**src/rtl/scdds_pkg.sv**
```systemverilog
package scdds_pkg;

    typedef enum logic [1:0] {
        OP_HOLD  = 2'd0,
        OP_ADD   = 2'd1,
        OP_CLEAR = 2'd2,
        OP_LOAD  = 2'd3
    } acc_op_t;

    typedef struct packed {
        logic pen;         // pixel edge
        logic field_wrap;  // field sequence boundary on this pixel
        logic line_load;   // genlock phase load requested
    } seq_evt_t;

    // Load wins over clear; nothing moves off the pixel edge.
    function automatic acc_op_t pick_op(seq_evt_t e);
        if (!e.pen)           return OP_HOLD;
        else if (e.line_load) return OP_LOAD;
        else if (e.field_wrap) return OP_CLEAR;
        else                  return OP_ADD;
    endfunction

endpackage

```
**src/rtl/scdds_freq_regs.sv**
```systemverilog
module scdds_freq_regs #(
    parameter int ACC_W  = 32,
    parameter int BYTE_W = 8,
    localparam int NB     = ACC_W / BYTE_W,
    localparam int ADDR_W = $clog2(NB)
) (
    input  logic              clk,
    input  logic              rst,
    input  logic              we,
    input  logic [ADDR_W-1:0] addr,
    input  logic [BYTE_W-1:0] wdata,
    output logic [ACC_W-1:0]  active
);
    localparam int STG_W = ACC_W - BYTE_W;

    logic [STG_W-1:0] staged;

    genvar b;
    generate
        for (b = 0; b < NB - 1; b++) begin : g_stage
            logic [BYTE_W-1:0] byte_q;
            always_ff @(posedge clk) begin
                if (rst)
                    byte_q <= '0;
                else if (we && addr == ADDR_W'(b))
                    byte_q <= wdata;
            end
            assign staged[b*BYTE_W +: BYTE_W] = byte_q;
        end
    endgenerate

    always_ff @(posedge clk) begin
        if (rst)
            active <= '0;
        else if (we && addr == ADDR_W'(NB - 1))
            active <= {wdata, staged};
    end

    // lower-byte writes never disturb the active word
    assert_shadow_hold_R2: assert property (@(posedge clk) disable iff (rst)
        (we && addr != ADDR_W'(NB - 1)) |=> $stable(active));

endmodule

```
**src/rtl/scdds_field_seq.sv**
```systemverilog
module scdds_field_seq #(
    parameter int FIELD_W     = 3,
    parameter int NTSC_FIELDS = 4,
    parameter int PAL_FIELDS  = 8
) (
    input  logic               clk,
    input  logic               rst,
    input  logic               pen,
    input  logic               field_start,
    input  logic               mode625,
    output logic [FIELD_W-1:0] cnt,
    output logic               wrap
);
    localparam logic [FIELD_W-1:0] LAST_525 = FIELD_W'(NTSC_FIELDS - 1);
    localparam logic [FIELD_W-1:0] LAST_625 = FIELD_W'(PAL_FIELDS - 1);

    logic [FIELD_W-1:0] last;
    logic               step;

    assign last = mode625 ? LAST_625 : LAST_525;
    assign step = pen && field_start;
    assign wrap = step && (cnt >= last);

    always_ff @(posedge clk) begin
        if (rst)
            cnt <= '0;
        else if (step)
            cnt <= wrap ? '0 : cnt + 1'b1;
    end

    // at or above the limit the next field returns to zero
    assert_field_wrap_R5: assert property (@(posedge clk) disable iff (rst)
        (pen && field_start && cnt >= last) |=> (cnt == '0));

    // counter only moves on a pixel edge with a field strobe
    assert_field_hold_R5: assert property (@(posedge clk) disable iff (rst)
        !(pen && field_start) |=> $stable(cnt));

endmodule

```
**src/rtl/scdds_phase_acc.sv**
```systemverilog
module scdds_phase_acc
    import scdds_pkg::*;
#(
    parameter int ACC_W   = 32,
    parameter int PHASE_W = 10
) (
    input  logic               clk,
    input  logic               rst,
    input  acc_op_t            op,
    input  logic [ACC_W-1:0]   freq,
    input  logic [ACC_W-1:0]   load_val,
    output logic [PHASE_W-1:0] phase
);
    logic [ACC_W-1:0] acc;

    always_ff @(posedge clk) begin
        if (rst) begin
            acc <= '0;
        end else begin
            unique case (op)
                OP_ADD:   acc <= acc + freq;
                OP_CLEAR: acc <= '0;
                OP_LOAD:  acc <= load_val;
                default:  acc <= acc;
            endcase
        end
    end

    assign phase = acc[ACC_W-1 -: PHASE_W];

endmodule

```
**src/rtl/subcarrier_dds.sv**
```systemverilog
module subcarrier_dds
    import scdds_pkg::*;
#(
    parameter int ACC_W       = 32,
    parameter int PHASE_W     = 10,
    parameter int BYTE_W      = 8,
    parameter int FIELD_W     = 3,
    parameter int NTSC_FIELDS = 4,
    parameter int PAL_FIELDS  = 8,
    localparam int ADDR_W     = $clog2(ACC_W / BYTE_W)
) (
    input  logic               clk,
    input  logic               rst,
    input  logic               cfg_we,
    input  logic [ADDR_W-1:0]  cfg_addr,
    input  logic [BYTE_W-1:0]  cfg_wdata,
    input  logic               genlock_en,
    input  logic [ACC_W-1:0]   gl_freq,
    input  logic [ACC_W-1:0]   gl_phase,
    input  logic               line_start,
    input  logic               field_start,
    input  logic               mode625,
    output logic [PHASE_W-1:0] phase_out,
    output logic [FIELD_W-1:0] field_idx
);
    logic             pen;
    logic             wrap;
    logic [ACC_W-1:0] reg_freq;
    logic [ACC_W-1:0] freq_sel;
    seq_evt_t         evt;
    acc_op_t          op;

    // pixel-rate enable: master clock divided by two
    always_ff @(posedge clk) begin
        if (rst) pen <= 1'b0;
        else     pen <= ~pen;
    end

    scdds_freq_regs #(.ACC_W(ACC_W), .BYTE_W(BYTE_W)) i_freq (
        .clk(clk), .rst(rst), .we(cfg_we), .addr(cfg_addr),
        .wdata(cfg_wdata), .active(reg_freq)
    );

    scdds_field_seq #(.FIELD_W(FIELD_W), .NTSC_FIELDS(NTSC_FIELDS),
                      .PAL_FIELDS(PAL_FIELDS)) i_seq (
        .clk(clk), .rst(rst), .pen(pen), .field_start(field_start),
        .mode625(mode625), .cnt(field_idx), .wrap(wrap)
    );

    assign freq_sel       = genlock_en ? gl_freq : reg_freq;
    assign evt.pen        = pen;
    assign evt.field_wrap = wrap;
    assign evt.line_load  = genlock_en && line_start;
    assign op             = pick_op(evt);

    scdds_phase_acc #(.ACC_W(ACC_W), .PHASE_W(PHASE_W)) i_acc (
        .clk(clk), .rst(rst), .op(op), .freq(freq_sel),
        .load_val(gl_phase), .phase(phase_out)
    );

    // phase frozen on non-pixel edges
    assert_pixel_rate_R3: assert property (@(posedge clk) disable iff (rst)
        !pen |=> $stable(phase_out));

    // sequence wrap without a genlock load clears the phase
    assert_wrap_clear_R6: assert property (@(posedge clk) disable iff (rst)
        (wrap && !(genlock_en && line_start)) |=> (phase_out == '0));

    // genlock line strobe loads the external phase
    assert_gl_load_R8: assert property (@(posedge clk) disable iff (rst)
        (pen && genlock_en && line_start)
        |=> (phase_out == $past(gl_phase[ACC_W-1 -: PHASE_W])));

endmodule

```
**config.mk**
```make
export PLATFORM = sky130hd
export DESIGN_NAME = subcarrier_dds
export DESIGN_NICKNAME = d
export VERILOG_FILES = /design/src/rtl/scdds_pkg.sv /design/src/rtl/scdds_freq_regs.sv /design/src/rtl/scdds_field_seq.sv /design/src/rtl/scdds_phase_acc.sv /design/src/rtl/subcarrier_dds.sv
export SDC_FILE = /design/constraint.sdc
export NUM_CORES = 1
export LEC_CHECK = 0
export BUFFER_PORTS_ARGS = -buffer_cell sky130_fd_sc_hd__buf_2
export CORE_AREA = 2 2 110 123
export DETAILED_ROUTE_END_ITERATION = 12
export DIE_AREA = 0 0 112 125
export GPL_TIMING_DRIVEN = 0
export PLACE_DENSITY = 0.68
export SYNTH_ARGS = -nofsm -noshare
export SYNTH_HDL_FRONTEND = slang
export SYNTH_SLANG_ARGS = --single-unit
```
**constraint.sdc**
```tcl
create_clock -name clk -period 5.6 [get_ports clk]
set_input_delay 0 -clock clk [delete_from_list [all_inputs] [get_ports clk]]
set_output_delay 0 -clock clk [all_outputs]
set_load 0.01 [all_outputs]
```
==> impl_results.md <==
* Met1 usage at 0.2855
* Ys flop type: dfxtp_1
* YS warnings at 0
* Final Net Count at 919
* Vias in the first global route at 5275
* Hold WS at 0.007732 ns
* Reg power frac at 0.410
* Placed cell count at 936
* First-pass GRT wire length at 25940 um
* Largest net degree at the start of global routing at 17
* Setup repair after global routing missed its margin: no
* Cell area after synthesis at 5647 um^2
* Hold WC Path Type: primary input to flop
* Max Transition Viols Final at 0
* Setup TNS at 0 ns
* Post-synth EDFFs at 0
* R2R Path Start: i_freq.active[0]
* Final Hold Violating Endpoints at 0
* Total power draw at 1.721 mW
* Final non-filler cell total at 969
* Initial core utilization at 0.4383
* Num CTS Buffers at 9
* Cells after Synth at 683
* Setup-failing EPs final at 0
* Most common cell in the netlist: nand2_1
* Max_cap viols at 0
* Util after Layout at 0.5266
* Die X at 112 um
* Setup CP Type: primary input to flop
* CTS tree: yes
* Core area at 12880 um^2
* Reg2Reg Setup Slack at 2.41 ns
* Clk pin slew, worst setup/hold paths at 0.07 ns
* Beginning of the worst hold path: gl_phase[21]
* Int Pwr at 1.209 mW
* Routed WL at 16250 um
* DRC viols at 0
* Share of cells above drive strength 1 at 0.2092
* FP Rows at 44
* Worst-margin pin slew at 0.6284 ns
* Worst flop-to-flop path endpoint: i_acc.acc[22]
* FFs w/ async S/R, synth at 0
* CP arrival at 3.49 ns
* Tot GR Track Use at 0.2322
* Maximum VDD drop at 0.1466 mV
* Crit. End Element: flop
* Clk_lat worst skew at 0.35 ns
* Fmax at 310.8 MHz
* Hold Crit Depth at 3
* DRT antenna net count at 0
* Most Crowded Layer GR: met2
* PwrDens at 253.6 nW/um^2
* DIE AREA at 14000 um^2
* Wire per inst at 16.77 um
* Post-synth top cells: nand2_1, dfxtp_1, nor2_1, a21oi_1, clkbuf_1
* Number of antenna violations at the first check in global routing at 0
* Syn_area_per_cell at 8.267 um^2
* Iteration-0 DRC count of the detailed router at 242
* Routability cong. at 0.9332
* WHS Endpoint: i_acc.acc[21]
* Placed cell area at 6309 um^2
* Crit path required time at 5.87 ns
* Area share of the largest cell type after synthesis at 0.3262
* Antenna Cells at 0
* IO Port Bufs at 92
* Status: completed
* Psw at 511.6 uW
* Clock tree buffer depth at 2
* Net Sw Frac at 0.2973
* GRT overflow at 0
* Max-Slew Margin vs Limit at 0.5810
* Cell area after layout at 6784 um^2
* DP HPWL at 12720 um
* 1st-pass router iterations at 4
* Netlist cell types at 60
* Worst Skew at 0.01054 ns
* Clk pwr share at 0.364
* Reg2Reg Depth at 13
* Synth top area cells: dfxtp_1, ha_1, nand2_1
* Die H at 125 um
* CTS sink count at 92
* Syn_nets at 798
* Leak pwr at 3.021 nW
* Startpoint types: primary input
* Final period util at 0.5746
* H-tree Lvls at 3
* Crit-path max FO at 10
* Synth-to-Final Area Change at 20.14%
* Synthesized flop and latch total at 92
* Final WS setup at 2.382 ns
* Met3 usage at 0.03248
* Largest area contributor in the netlist: dfxtp_1
* Place WS at 2.068 ns
* Via density at 5.447
* Met2 Use GR at 0.4168
* Root Driver: clkbuf_16
* Comb pwr share at 0.226
* Fin crit period at 3.218 ns
* I/O pin cnt at 94
* Vias at 5278
* Register area share after synthesis at 0.3262
metal layers:
layer | wire, um | vias to the layer above
li1 | - | 2654
met4 | 376 | 0
met1 | 7155 | 2477
met3 | 712 | 27
met5 | 0 | -
met2 | 8005 | 120
worst max path at each step:
stage | end | slack [ns] | cells after the start | start
floorplan | i_acc.acc[28] | 2.73 | 14 | genlock_en
global placement | i_acc.acc[22] | 2.08 | 15 | genlock_en
detailed placement | i_acc.acc[22] | 2.07 | 15 | genlock_en
CTS | i_acc.acc[22] | 2.39 | 15 | genlock_en
global route | i_acc.acc[22] | 2.22 | 15 | genlock_en
finish | i_acc.acc[22] | 2.38 | 15 | genlock_en
placed cells by master, fill, tap and decap left out, types with 4 or more instances in the layout:
| cell | n |
|---|---|
| nand2_1 | 97 |
| buf_2 | 93 |
| dfxtp_1 | 92 |
| nor2_1 | 71 |
| a21oi_1 | 67 |
| clkbuf_1 | 34 |
| ha_1 | 33 |
| mux2_2 | 30 |
| mux2i_1 | 26 |
| a211oi_1 | 23 |
| a22oi_1 | 19 |
| dlygate4sd3_1 | 18 |
| a21o_1 | 16 |
| xnor2_1 | 16 |
| o21ai_0 | 15 |
| xor2_1 | 14 |
| nor2b_1 | 11 |
| buf_4 | 11 |
| a31oi_1 | 11 |
| nand3_1 | 10 |
| clkbuf_16 | 9 |
| inv_1 | 7 |
| nand4_1 | 7 |
| o22ai_1 | 7 |
| buf_6 | 6 |
| o21bai_1 | 6 |
| nor3_1 | 5 |
| inv_6 | 4 |
kinds of logic after synthesis:
| logic type | count (synthesis) | share of synthesized area |
|---|---|---|
| AOI/OAI and AO/OA | 186 | 0.2136 |
| adders and majority gates | 34 | 0.07667 |
| DFF | 92 | 0.3262 |
| and+or+nand+nor | 221 | 0.1693 |
| muxes | 56 | 0.1059 |
| xor gates and xnor gates | 30 | 0.04653 |
| buffers and inverters | 64 | 0.06182 |
power groups by stage:
stage               Combinational (mW)  Sequential [mW]  Clock, mW
floorplan                        0.268            0.714          0
global placement                 0.367            0.719          0
detailed placement               0.373            0.720          0
CTS                              0.386            0.705      0.629
global route                     0.426            0.709      0.661
finish                           0.388            0.706      0.627
what timing repair did:
| action | 4_1_cts | 5_1_grt |
|---|---|---|
| buffers inserted | 0 | 0 |
| gates resized for setup | 0 | 0 |
| hold buffers | 18 | 0 |
| endpoints found under the hold margin | 25 | 0 |
registers in the layout, indices dropped and copies added, names as in the netlist:
| register | cells |
|---|---|
| i_freq.g_stage.byte_q | 24 |
| i_freq.active | 32 |
| i_acc.acc | 32 |
| i_seq.cnt | 3 |
| pen | 1 |
area by class of cell:
class | count | area, um^2
plain buffers | 57 | 322.8
clock buffers | 9 | 225.2
clock inverters | 6 | 70.07
fillers | 1262 | 6098
inverters | 7 | 26.28
multi-input cells | 527 | 3456
flip-flops and latches | 92 | 1842
well taps | 161 | 201.4
repair buffers | 110 | 640.6
critical path, cell delays in order:
cell and delay [ns]:
buf_6 0.10, clkbuf_1 0.46, mux2_2 0.30, ha_1 0.18
inv_1 0.06, fa_1 0.41, nor2b_1 0.19, o2111ai_1 0.15
a21oi_1 0.35, nor3_2 0.11, o31ai_2 0.37, a221o_1 0.29
xor2_1 0.18, a22oi_1 0.08, a211oi_1 0.24
No activity file was read; power rests on OpenSTA's default activity.
